==> src/rtl/ecc_resp_pkg.sv <==
package ecc_resp_pkg;

   localparam int CODE_W = 5;

   typedef enum logic [1:0] {
      SRC_DEMAND = 2'd0,
      SRC_PATROL = 2'd1,
      SRC_SPARE  = 2'd2,
      SRC_NONE   = 2'd3
   } rd_src_e;

   localparam logic [CODE_W-1:0] CODE_DMD_UC = 5'd10;
   localparam logic [CODE_W-1:0] CODE_SPR_UC = 5'd11;
   localparam logic [CODE_W-1:0] CODE_PAT_UC = 5'd12;
   localparam logic [CODE_W-1:0] CODE_DMD_CE = 5'd14;
   localparam logic [CODE_W-1:0] CODE_SPR_CE = 5'd15;
   localparam logic [CODE_W-1:0] CODE_PAT_CE = 5'd16;

   localparam logic [23:0] POISON_LOW = 24'hFF00FF;

   typedef struct packed {
      logic              rsp;
      logic              rsp_psn;
      logic              wr;
      logic              wr_psn;
      logic              reissue;
      logic              log;
      logic [CODE_W-1:0] code;
      logic              set_retry;
      logic              clr_retry;
   } action_t;

endpackage

==> src/rtl/ecc_retry_table.sv <==
module ecc_retry_table #(
   parameter int NUM_TAGS = 16,
   localparam int TAG_W = (NUM_TAGS > 1) ? $clog2(NUM_TAGS) : 1
) (
   input  logic             clk,
   input  logic             rst_n,
   input  logic [TAG_W-1:0] tag,
   input  logic             set_bit,
   input  logic             clr_bit,
   output logic             retried
);

   logic [NUM_TAGS-1:0] pend_q;

   for (genvar t = 0; t < NUM_TAGS; t++) begin : g_tag
      always_ff @(posedge clk) begin
         if (!rst_n) begin
            pend_q[t] <= 1'b0;
         end else if (tag == TAG_W'(t)) begin
            if (set_bit)      pend_q[t] <= 1'b1;
            else if (clr_bit) pend_q[t] <= 1'b0;
         end
      end
   end

   assign retried = pend_q[tag];

endmodule

==> src/rtl/ecc_policy_decide.sv <==
module ecc_policy_decide
   import ecc_resp_pkg::*;
(
   input  logic       valid,
   input  logic [1:0] src,
   input  logic [1:0] cls,
   input  logic       retried,
   input  logic       dscrub_en,
   output action_t    act
);

   logic uc, ce;
   assign uc = cls[1];
   assign ce = (cls == 2'b01);

   always_comb begin
      act = '0;
      if (valid) begin
         case (rd_src_e'(src))
            SRC_DEMAND: begin
               if (!uc) begin
                  act.rsp       = 1'b1;
                  act.clr_retry = retried;
                  if (ce) begin
                     act.log  = 1'b1;
                     act.code = CODE_DMD_CE;
                     act.wr   = dscrub_en;
                  end
               end else if (!retried) begin
                  act.reissue   = 1'b1;
                  act.set_retry = 1'b1;
               end else begin
                  act.rsp       = 1'b1;
                  act.rsp_psn   = 1'b1;
                  act.log       = 1'b1;
                  act.code      = CODE_DMD_UC;
                  act.clr_retry = 1'b1;
               end
            end
            SRC_PATROL: begin
               if (!uc) begin
                  act.clr_retry = retried;
                  if (ce) begin
                     act.wr   = 1'b1;
                     act.log  = 1'b1;
                     act.code = CODE_PAT_CE;
                  end
               end else if (!retried) begin
                  act.reissue   = 1'b1;
                  act.set_retry = 1'b1;
               end else begin
                  act.log       = 1'b1;
                  act.code      = CODE_PAT_UC;
                  act.clr_retry = 1'b1;
               end
            end
            SRC_SPARE: begin
               act.wr        = 1'b1;
               act.clr_retry = retried;
               if (uc) begin
                  act.wr_psn = 1'b1;
                  act.log    = 1'b1;
                  act.code   = CODE_SPR_UC;
               end else if (ce) begin
                  act.log  = 1'b1;
                  act.code = CODE_SPR_CE;
               end
            end
            default: act = '0;
         endcase
      end
   end

endmodule

==> src/rtl/ecc_resp_policy.sv <==
module ecc_resp_policy
   import ecc_resp_pkg::*;
#(
   parameter int DATA_W       = 256,
   parameter int NUM_TAGS     = 16,
   parameter int RANK_W       = 3,
   parameter int BANK_W       = 3,
   parameter int ROW_W        = 16,
   parameter int COL_W        = 11,
   parameter bit DSCRUB_STAGE = 1'b1,
   localparam int TAG_W = (NUM_TAGS > 1) ? $clog2(NUM_TAGS) : 1
) (
   input  logic              clk,
   input  logic              rst_n,
   input  logic              dscrub_en,
   input  logic              rd_valid,
   input  logic [1:0]        rd_src,
   input  logic [1:0]        rd_cls,
   input  logic [TAG_W-1:0]  rd_tag,
   input  logic [DATA_W-1:0] rd_data,
   input  logic [RANK_W-1:0] rd_rank,
   input  logic [BANK_W-1:0] rd_bank,
   input  logic [ROW_W-1:0]  rd_row,
   input  logic [COL_W-1:0]  rd_col,
   output logic              rsp_valid,
   output logic [TAG_W-1:0]  rsp_tag,
   output logic [DATA_W-1:0] rsp_data,
   output logic              rsp_poison,
   output logic              wr_valid,
   output logic              wr_poison,
   output logic [DATA_W-1:0] wr_data,
   output logic              reissue_valid,
   output logic [1:0]        reissue_src,
   output logic [TAG_W-1:0]  reissue_tag,
   output logic              log_valid,
   output logic [4:0]        log_code,
   output logic [RANK_W-1:0] act_rank,
   output logic [BANK_W-1:0] act_bank,
   output logic [ROW_W-1:0]  act_row,
   output logic [COL_W-1:0]  act_col
);

   localparam logic [DATA_W-1:0] POISON_WORD = {{(DATA_W-24){1'b0}}, POISON_LOW};

   if (DATA_W < 32 || (DATA_W % 8) != 0) begin : g_bad_data_w
      $error("DATA_W must be a multiple of 8 and at least 32");
   end
   if (NUM_TAGS < 2 || (1 << TAG_W) != NUM_TAGS) begin : g_bad_tags
      $error("NUM_TAGS must be a power of two, at least 2");
   end

   logic    retried;
   action_t act;

   ecc_retry_table #(.NUM_TAGS(NUM_TAGS)) i_retry (
      .clk     (clk),
      .rst_n   (rst_n),
      .tag     (rd_tag),
      .set_bit (act.set_retry),
      .clr_bit (act.clr_retry),
      .retried (retried)
   );

   ecc_policy_decide i_decide (
      .valid     (rd_valid),
      .src       (rd_src),
      .cls       (rd_cls),
      .retried   (retried),
      .dscrub_en (dscrub_en),
      .act       (act)
   );

   logic              s1_rsp_v, s1_rsp_p;
   logic [TAG_W-1:0]  s1_rsp_tag;
   logic [DATA_W-1:0] s1_rsp_data;

   always_ff @(posedge clk) begin
      if (!rst_n) begin
         s1_rsp_v      <= 1'b0;
         s1_rsp_p      <= 1'b0;
         s1_rsp_tag    <= '0;
         s1_rsp_data   <= '0;
         wr_valid      <= 1'b0;
         wr_poison     <= 1'b0;
         wr_data       <= '0;
         reissue_valid <= 1'b0;
         reissue_src   <= '0;
         reissue_tag   <= '0;
         log_valid     <= 1'b0;
         log_code      <= '0;
         act_rank      <= '0;
         act_bank      <= '0;
         act_row       <= '0;
         act_col       <= '0;
      end else begin
         s1_rsp_v      <= act.rsp;
         s1_rsp_p      <= act.rsp_psn;
         s1_rsp_tag    <= rd_tag;
         s1_rsp_data   <= act.rsp_psn ? POISON_WORD : rd_data;
         wr_valid      <= act.wr;
         wr_poison     <= act.wr_psn;
         wr_data       <= act.wr_psn ? POISON_WORD : rd_data;
         reissue_valid <= act.reissue;
         reissue_src   <= rd_src;
         reissue_tag   <= rd_tag;
         log_valid     <= act.log;
         log_code      <= act.code;
         if (rd_valid) begin
            act_rank <= rd_rank;
            act_bank <= rd_bank;
            act_row  <= rd_row;
            act_col  <= rd_col;
         end
      end
   end

   if (DSCRUB_STAGE) begin : g_corr_stage
      logic              s2_v, s2_p;
      logic [TAG_W-1:0]  s2_tag;
      logic [DATA_W-1:0] s2_data;

      always_ff @(posedge clk) begin
         if (!rst_n) begin
            s2_v    <= 1'b0;
            s2_p    <= 1'b0;
            s2_tag  <= '0;
            s2_data <= '0;
         end else begin
            s2_v    <= s1_rsp_v;
            s2_p    <= s1_rsp_p;
            s2_tag  <= s1_rsp_tag;
            s2_data <= s1_rsp_data;
         end
      end

      assign rsp_valid  = dscrub_en ? s2_v    : s1_rsp_v;
      assign rsp_poison = dscrub_en ? s2_p    : s1_rsp_p;
      assign rsp_tag    = dscrub_en ? s2_tag  : s1_rsp_tag;
      assign rsp_data   = dscrub_en ? s2_data : s1_rsp_data;
   end else begin : g_no_stage
      assign rsp_valid  = s1_rsp_v;
      assign rsp_poison = s1_rsp_p;
      assign rsp_tag    = s1_rsp_tag;
      assign rsp_data   = s1_rsp_data;
   end

endmodule

==> config.mk <==
export PLATFORM = sky130hd
export DESIGN_NAME = ecc_resp_policy
export DESIGN_NICKNAME = d
export VERILOG_FILES = /design/src/rtl/ecc_resp_pkg.sv /design/src/rtl/ecc_retry_table.sv /design/src/rtl/ecc_policy_decide.sv /design/src/rtl/ecc_resp_policy.sv
export SDC_FILE = /design/constraint.sdc
export NUM_CORES = 1
export LEC_CHECK = 0
export BUFFER_PORTS_ARGS = -buffer_cell sky130_fd_sc_hd__buf_2
export CAP_MARGIN = 20
export CORE_AREA = 2 2 334 336
export CTS_CLUSTER_SIZE = 30
export DETAILED_ROUTE_END_ITERATION = 8
export DIE_AREA = 0 0 336 338
export PLACE_DENSITY = 0.56
export SYNTH_ARGS = -nofsm -noshare
export SYNTH_HDL_FRONTEND = slang
export SYNTH_SLANG_ARGS = --single-unit
==> constraint.sdc <==
create_clock -name clk -period 1.86 [get_ports clk]
set_clock_uncertainty 0.15 [all_clocks]
set_input_delay 0.186 -clock clk [delete_from_list [all_inputs] [get_ports clk]]
set_output_delay 0.186 -clock clk [all_outputs]
set_load 0.02 [all_outputs]
Word-level counts from Yosys, hierarchy flattened
Cells that the tools add are included.
Cells by class
  bitwise logic cells: 1
  reduce and logical (&&, ||, !) cells: 24
  muxes and demuxes: 37
  order comparisons: 1
  add/subtract/negate cells: 0
  $mul: 0
  shift-type cells: 0
  equality and inequality tests: 18
  divide/modulo/power cells: 0
Operators with widths (number)
  256-bit two-way mux: 1
  24-bit two-way mux: 2
  6-bit two-way mux: 8
  2-bit AND reduction: 17
  4-bit equality test, second input constant: 8
  1-bit two-way mux: 19
  6-bit case mux with 3 select lines: 1
  4-bit by 3-bit equality test with 1-bit output, second input constant: 4
  12-bit two-way mux: 1
  4-bit by 2-bit equality test with 1-bit output, second input constant: 2
  2-bit OR reduction: 3
  4-bit by 5-bit < comparator with 1-bit output, second input constant: 1
  1-bit binary-select mux with 4-bit select: 1
  2-bit by 1-bit equality test with 1-bit output, second input constant: 2
  4-bit by 1-bit equality test with 1-bit output, second input constant: 1
  4-bit zero test: 1
  4-bit two-way mux: 1
  1-bit case mux with 3 select lines: 1
  3-bit AND reduction: 1
  2-bit equality test, second input constant: 1
  2-bit zero test: 1
  2-bit two-way mux: 1
  1-bit case mux with 2 select lines: 1
  2-bit nonzero test: 1
  1-bit inverter: 1
Word-level totals
  register bits after elaboration: 840
  output and inout port bits: 566
  ROM bits: 0
  input port bits: 301
  latch bits: 0
  bits in writable memories: 0
  memories kept: 0
  word-level logic and storage cells: 118

Longest topological paths before layout
Gate-level depths: netlist (run 1).
  depth after elaboration: 8
  mapped depth: 8
  gate-level depth less buffers: 5

Cells and area by module
From an unflattened synthesis (run 1), not the netlist that was laid out.
Unflattened totals
  cells, all modules: 2195
  area, all modules: 26873.3 sq um
Modules (own cells, without submodules)
  ecc_resp_policy: area an instance 25844.8 sq um, cells an instance 2072, seq. area each 16495.8 sq um, instances 1
  ecc_retry_table: area an instance 865.8 sq um, cells an instance 94, seq. area each 320.3 sq um, instances 1
  ecc_policy_decide: area an instance 162.7 sq um, cells an instance 29, seq. area each 0.0 sq um, instances 1

Worst setup path after synthesis (run 1)
Ideal clock, no wire load.
  path kind: input port to output port
  start: in dscrub_en
  end: out rsp_data[186]
  path slack: 11 ps
  path buffers: 3
  data arrival time: 1513 ps
  cell stages on the path: 4
  data required time: 1524 ps
  path through: clkbuf_1 > clkbuf_1 > clkbuf_1 > mux2_2
On the way
  longest elaborated chain between the ends: 1
RTL lines
  start, declared: line ecc_resp_policy.sv:15  | input logic dscrub_en,
  256-bit two-way mux: line ecc_resp_policy.sv:139  | assign rsp_data = dscrub_en ? s2_data : s1_rsp_data;
  end, declared: line ecc_resp_policy.sv:27  | output logic [DATA_W-1:0] rsp_data,
Every way passes these cells.

Worst setup path in the final report (run 1)
  start: reg i_retry.pend_q[15]
  end: reg s1_rsp_data[87]
On the way
  longest elaborated chain between the ends: 7
RTL lines
  start, declared: line ecc_retry_table.sv:13  | logic [NUM_TAGS-1:0] pend_q;
  start signal, assigned by index: line ecc_retry_table.sv:18  | pend_q[t] <= 1'b0;
  start signal, assigned by index: line ecc_retry_table.sv:20  | if (set_bit) pend_q[t] <= 1'b1;
  start signal, assigned by index: line ecc_retry_table.sv:21  | else if (clr_bit) pend_q[t] <= 1'b0;
  1-bit binary-select mux with 4-bit select: line ecc_retry_table.sv:26  | assign retried = pend_q[tag];
  1-bit two-way mux (not written as such): line ecc_retry_table.sv:26
  2-bit two-way mux: line ecc_policy_decide.sv:29  | end else if (!retried) begin
  1-bit two-way mux: line ecc_policy_decide.sv:21  | if (!uc) begin
  1-bit two-way mux: line ecc_policy_decide.sv:19  | case (rd_src_e'(src))
  12-bit two-way mux: line ecc_policy_decide.sv:18  | if (valid) begin
  2-bit OR reduction (no line)
  end signal, assigned: line ecc_resp_policy.sv:99  | s1_rsp_data <= act.rsp_psn ? POISON_WORD : rd_data;
  end, declared: line ecc_resp_policy.sv:75  | logic [DATA_W-1:0] s1_rsp_data;
Every way passes these cells. The select of a mux whose other input is x is not followed.
A chain may end at the register's enable or synchronous reset.

==> run summary, run 1 <==
Post-synth top flop -> dfxtp_1
DR WL/cell -> 17.45 um
final hold vios -> 0
fin crit period -> 1.979 ns
Tot Pwr -> 0.04276 W
Worst path top cell family by delay -> buffers and inverters
Iter 0 DRT Violations -> 865
P_leak -> 20.15 nW
Vias/cell -> 4.166
H-tree Lvls -> 3
share of cells above drive strength 1 -> 0.3924
Least-Margin Pin Slew -> 0.3957 ns
Synth top cells by count -> dfxtp_1, nand2_1, and2_1, mux2_2, nor2_1
Placed Cells -> 4846
Clock Root Buffer -> clkbuf_16
pwr dens -> 1039 nW/um2
final-stage net count -> 4104
grt ovf -> 0
# setup viols final -> 173
gr usage total -> 0.1537
largest stage delay on the critical path -> 0.34 ns
outcome -> finished with violations
post-synthesis register bit count -> 840
synth top area cells -> dfxtp_1, mux2_2, and2_1, and3_1, nand2_1
Die X -> 336 um
post-synthesis sequential area ratio -> 0.6194
Post-route DRC -> 0
TritonCTS clock tree -> yes
CORE AREA -> 110100 um2
gpl congestion -> 0.8457
first-pass GRT wire length -> 133300 um
vias in the first global route -> 22.14k
cell taking the most area after synthesis -> dfxtp_1
fin crit share -> 1.064
pins over their slew limit -> 0
number of port buffers -> 866
Critical Path AT -> 2.38 ns
Post-Synthesis Cells -> 2529
Worst Setup Path Type -> reg -> reg
synth unique cells -> 40
clock sinks -> 840
Crit. End Element -> flip-flop
Post-synth EDFFs -> 0
Mean Syn Cell Area -> 10.74 um2
Slew headroom -> 0.7362
IR drop worst, VDD -> 766.7 uV
violated checks -> setup timing
ys async rst share -> 0
worst skew pair latency -> 0.65 ns
Vias -> 22.35k
row count -> 122
CTS buffer count -> 91
Synth top area share -> 0.6194
# Max-Cap Violations -> 0
Worst path slowest cell -> dfxtp_2
Clock Path Buffers -> 3
number of buffers and inverters on the critical path -> 5
Worst Setup Start Kind -> flip-flop
DP HPWL -> 65490 um
Critical Path RT -> 2.26 ns
Finished Layout Cells -> 5365
area delta synth->final -> 51.66%
DRT antenna net count -> 0
final instance area -> 41180 um2
most used cell, CP -> buf_12
synth warn -> 0
Cell Chain, Critical Path -> mux2i_1, a22oi_2, nand4_1, a21boi_4, buf_12, buf_12, buf_16, buf_12, buf_6, nor2_1
CTS clock-pin slew for the worst setup and hold paths -> 0.06 ns
I/O Pins -> 867
Detailed Route WL -> 93610 um
pin count of the biggest net entering global routing -> 76
count leader, synth -> dfxtp_1
crit-path max FO -> 5
Synth Cell Area -> 27150 um2
drt first pass iters -> 5
initial antenna violation count -> 11
HP Class -> in -> reg
RSZ-0062 raised after global routing -> true
die span in y -> 338 um
die area -> 113600 um2
post-place instance area -> 34080 um2
syn nets -> 2830
final setup margin -> -0.1194 ns
Max Fclk -> 505.2 MHz
initial core utilization -> 0.2467
report_power, final:
part | switching (W) | internal [W]
Clock | 0.00763 | 0.0108
Combinational | 0.00282 | 0.00227
Sequential | 0.000319 | 0.0189
cell usage in the layout, fill, tap and decap left out, drive strengths merged, types with 3 or more instances in the layout:
| cell | synthesis | layout |
|---|---|---|
| buf | 36 | 1034 |
| dfxtp | 840 | 840 |
| dlygate4sd3 | 0 | 330 |
| nand2 | 306 | 306 |
| and2 | 273 | 273 |
| mux2 | 262 | 262 |
| nor2 | 250 | 250 |
| and3 | 242 | 242 |
| clkbuf | 152 | 134 |
| mux2i | 43 | 43 |
| nor2b | 40 | 40 |
| clkinv | 0 | 15 |
| inv | 3 | 12 |
| a22oi | 10 | 10 |
| a21oi | 9 | 9 |
| o21ai | 9 | 9 |
| o211ai | 8 | 8 |
| nand3 | 8 | 8 |
| clkinvlp | 0 | 7 |
| bufinv | 0 | 6 |
| nand4 | 3 | 3 |
| a211oi | 3 | 3 |
| nand2b | 3 | 3 |
| o22ai | 3 | 3 |
| o21bai | 3 | 3 |
sequential cells by signal, indices dropped and copies added, names as in the netlist, 5 cells and up:
name and flops:
s1_rsp_data 256, log_code 5, g_corr_stage.s2_data 256, wr_data 256, act_row 16, act_col 11, i_retry.pend_q 16
through the flow:
step / setup WS, ns / util / hold WS [ns] / setup TNS, ns
final: -0.1194 / 0.3741 / 0.1410 / -5.515
after global routing: -0.2090 / 0.3741 / 0.1134 / -29.90
after global placement: -0.4298 / 0.3096 / 0.2545 / -95.35
after floorplan: 0.01076 / - / 0.1088 / 0
after CTS: -0.08466 / 0.3712 / 0.03597 / -6.135
after detailed placement: -0.4591 / 0.3096 / 0.2577 / -101.62
tightest hold or removal path, stage by stage:
cell	delay, ns
buf_2	0.22
buf_4	0.19
a32oi_1	0.18
o21ai_0	0.09
worst paths after layout:
check	start	end	slack [ns]	depth (start not counted)
setup / recovery	i_retry.pend_q[15]	s1_rsp_data[87]	-0.12	10
hold / removal	rd_tag[3]	i_retry.pend_q[13]	0.14	4
setup reg to reg	i_retry.pend_q[15]	s1_rsp_data[87]	-0.12	10
hold reg to reg	s1_rsp_data[142]	g_corr_stage.s2_data[142]	0.29	1
routing by layer:
layer,global-route usage,vias up,part of all wire
met3,0.04302,240,0.072
met4,0.08453,6,0.054
met2,0.2586,802,0.48
li1,-,10764,-
met5,0,-,0.00040
met1,0.1763,10537,0.39
repair_timing:
item,4_1_cts,5_1_grt
endpoints found under the setup margin,246,268
hold buffers,330,0
gates cloned,4,6
hold endpoints to repair,613,0
pin swaps,54,30
gates resized for setup,43,81
buffers inserted,14,5
area by class of cell:
cell class	instances	area (um2)
diodes	1	2.502
clock buffers	129	2643
clock inverters	37	414.1
fillers	10763	68880
inverters	3	11.26
multi-input cells	1498	9741
flip-flops and latches	840	16830
well taps	1488	1862
repair buffers	1369	9669
logic make-up (layout without fill, tap and decap cells):
group,after synthesis,in the layout,synth area share
compound gates,57,57,0.01419
other cells,0,1,0
buf+inv,191,1538,0.03143
simple gates,1136,1136,0.2105
flops,840,840,0.6194
mux,305,305,0.1245
(Power assumes the default switching activity.)
==> run 2, diff against run 1 <==
Settings changed: CAP_MARGIN 20 to unset, CORE_AREA 2 2 334 336 to 2 2 342 344, DIE_AREA 0 0 336 338 to 0 0 344 346, PLACE_DENSITY 0.56 to unset, SYNTH_HIERARCHICAL set to 1.
==> run 2 against run 1 <==
  * The flow still finishes with violations (setup timing)
  * Flip-flop and latch count did not move
  * Routed wire length fell by 8.8%
  * Die area rose by 4.8%
  * Largest power group unchanged
==> run summary, run 2 <==
outcome -> finished with violations
violated checks -> setup timing
worst reg2reg startpoint -> i_retry/pend_q[8]
pin count of the biggest net entering global routing -> 101
gpl congestion -> 0.8465
Cell Chain, Critical Path -> mux4_2, a22oi_2, nand2_2, buf_4, and3_4, o211ai_1, buf_4, o21ai_1, a21oi_1
most frequent cells in the layout -> buf_2, dfxtp_1, and2_1
Hold Path Depth -> 5
Post-route DRC -> 0
I/O Pins -> 867
CP Launch Point -> i_retry/pend_q[8]
CTS clock-pin slew for the worst setup and hold paths -> 0.06 ns
Worst Setup Path Type -> reg -> reg
count leader, synth -> dfxtp_1
Filler Cell Count -> 11.41k
Die X -> 344 um
min-delay src -> dscrub_en
Detailed Route WL -> 85400 um
# setup viols final -> 277
Clock Path Buffers -> 3
worst skew pair latency -> 0.66 ns
most common cell after layout, fill and taps aside -> buf_2
pwr dens -> 1064 nW/um2
Synth top cells by count -> dfxtp_1, and2_1, mux2_2, clkbuf_2, nor2b_1
Tot Pwr -> 0.04292 W
Compound-Gate Fraction of Synth Area -> 0.01867
fin crit share -> 1.240
P_leak -> 18.65 nW
Final Util -> 0.3494
syn nets -> 2496
Iter 0 DRT Violations -> 817
crit-path max FO -> 3
Critical Path AT -> 2.71 ns
cell taking the most area after synthesis -> dfxtp_1
multi-input logic area -> 9378 um2
DP HPWL -> 59710 um
Post-synth top flop -> dfxtp_1
Synth top area share -> 0.6258
synth unique cells -> 38
area delta synth->final -> 50.08%
simple-gate share of the synthesized area -> 0.1951
final-stage net count -> 3751
row count -> 125
adder-cell share of the synthesized area -> 0
final hold vios -> 0
die area -> 119000 um2
post-synthesis mux area share -> 0.1288
pins over their slew limit -> 0
largest stage delay on the critical path -> 0.46 ns
RSZ-0062 raised after global routing -> true
Placed Cells -> 4549
Mean Syn Cell Area -> 12.24 um2
Finished Layout Cells -> 5055
initial antenna violation count -> 8
HP Class -> in -> reg
fin crit period -> 2.307 ns
vias in the first global route -> 20.06k
clock sinks -> 840
Crit. End Element -> flip-flop
share of cells above drive strength 1 -> 0.4066
largest registers -> g_corr_stage.s2_data x256, s1_rsp_data x256, wr_data x256
Synth Cell Area -> 26870 um2
post-synthesis sequential area ratio -> 0.6258
worst r2r dst -> i_retry/pend_q[11]
DR WL/cell -> 16.89 um
Clock Root Buffer -> clkbuf_16
largest family of logic cells by synthesized area -> simple AND/OR/NAND/NOR gates
Least-Margin Pin Slew -> 0.5833 ns
Worst path slowest cell -> mux4_2
Vias -> 19.73k
drt first pass iters -> 5
hold endpoint -> wr_valid
H-tree Lvls -> 3
Synth Area in XOR/XNOR -> 0
TritonCTS clock tree -> yes
Critical Path RT -> 2.26 ns
first-pass GRT wire length -> 122800 um
gr usage total -> 0.1359
Worst Setup Start Kind -> flip-flop
CTS buffer count -> 91
Max Fclk -> 433.5 MHz
ys async rst share -> 0
Post-synth EDFFs -> 0
die span in y -> 346 um
final setup margin -> -0.4471 ns
DP Worst Slack -> -0.7060 ns
synth top area cells -> dfxtp_1, and2_1, mux2_2, mux2_1, mux2i_1
FF/Latch Area -> 16830 um2
most used cell, CP -> buf_4
CORE AREA -> 115400 um2
grt ovf -> 0
FF-to-FF path depth -> 9
post-synthesis register bit count -> 840
IR drop worst, VDD -> 706.0 uV
synth warn -> 6
Post-Synthesis Cells -> 2195
number of port buffers -> 866
# Max-Cap Violations -> 0
Slew headroom -> 0.6112
initial core utilization -> 0.2328
Vias/cell -> 3.902
flop2flop setup slack -> -0.45 ns
DRT antenna net count -> 0
[run 2: cell types whose count changed after synthesis, sizes merged, moves of 17 or more]
cell    previous run  this run
and2             273       760
nand2            306         5
nor2             250         4
and3             242         2
clkbuf           152        85
o21a               1        32
buf               36        53
[run 2: critical path, delay by kind of cell, from the launching register on]
family                 cells  cell delay, ns
buffers and inverters      2            0.34
and+or+nand+nor            2            0.31
AOI/OAI and AO/OA          4            0.61
muxes                      1            0.46
DFF                        1            0.33
[run 2: cell type report]
type                            count  share of cell area
Antenna cell                        7           0.0004343
Clock buffer                      125             0.06437
Clock inverter                     42             0.01480
Inverter                            6           0.0005584
Multi-Input combinational cell   1211              0.2325
Sequential cell                   840              0.4173
Tap cell                         1524             0.04728
Timing Repair Buffer             1300              0.2227
[run 2: logic make-up (layout without fill, tap and decap cells)]
kind of cell,Yosys count,after routing
compound gates,74,74
other cells,0,7
mux,299,299
buf+inv,144,1473
simple gates,838,838
flops,840,840
[run 2: worst max path at each step]
stage	cells after the start	endpoint
finish	9	i_retry/pend_q[11]
global route	11	s1_rsp_data[230]
CTS	11	s1_rsp_data[230]
detailed placement	10	i_retry/pend_q[11]
global placement	10	i_retry/pend_q[7]
floorplan	10	i_retry/pend_q[0]
[run 2: timing repair]
| item | CTS | global route |
|---|---|---|
| resized for setup | 71 | 34 |
| cloned | 3 | 7 |
| pin swaps | 16 | 3 |
| setup endpoints to repair | 285 | 407 |
| hold endpoints to repair | 610 | 0 |
| hold buffers | 303 | 0 |
| buffers inserted | 17 | 5 |
[run 2: metal layers]
metal  global-route usage  up-vias  routed length, um
met5                    0        -                 66
met2               0.2305      607              41400
met4              0.06211       10               3316
met3              0.03706      185               5177
li1                     -     9567                  -
met1               0.1582     9356              35440
[run 2: where the power goes]
group	total, W	switching [W]	internal [W]
sequential	0.0192	0.000291	0.0189
clock	0.0189	0.00760	0.0113
combinational	0.00486	0.00261	0.00225
[run 2: through the flow]
stage | area, um2 | hold WS, ns | TNS [ns]
floorplan | 27140 | 0.1462 | -85.25
global placement | 33340 | 0.2507 | -171.17
detailed placement | 33340 | 0.2530 | -165.72
CTS | 40040 | 0.03027 | -89.96
global route | 40320 | 0.05492 | -119.26
finish | 40330 | 0.1183 | -94.32
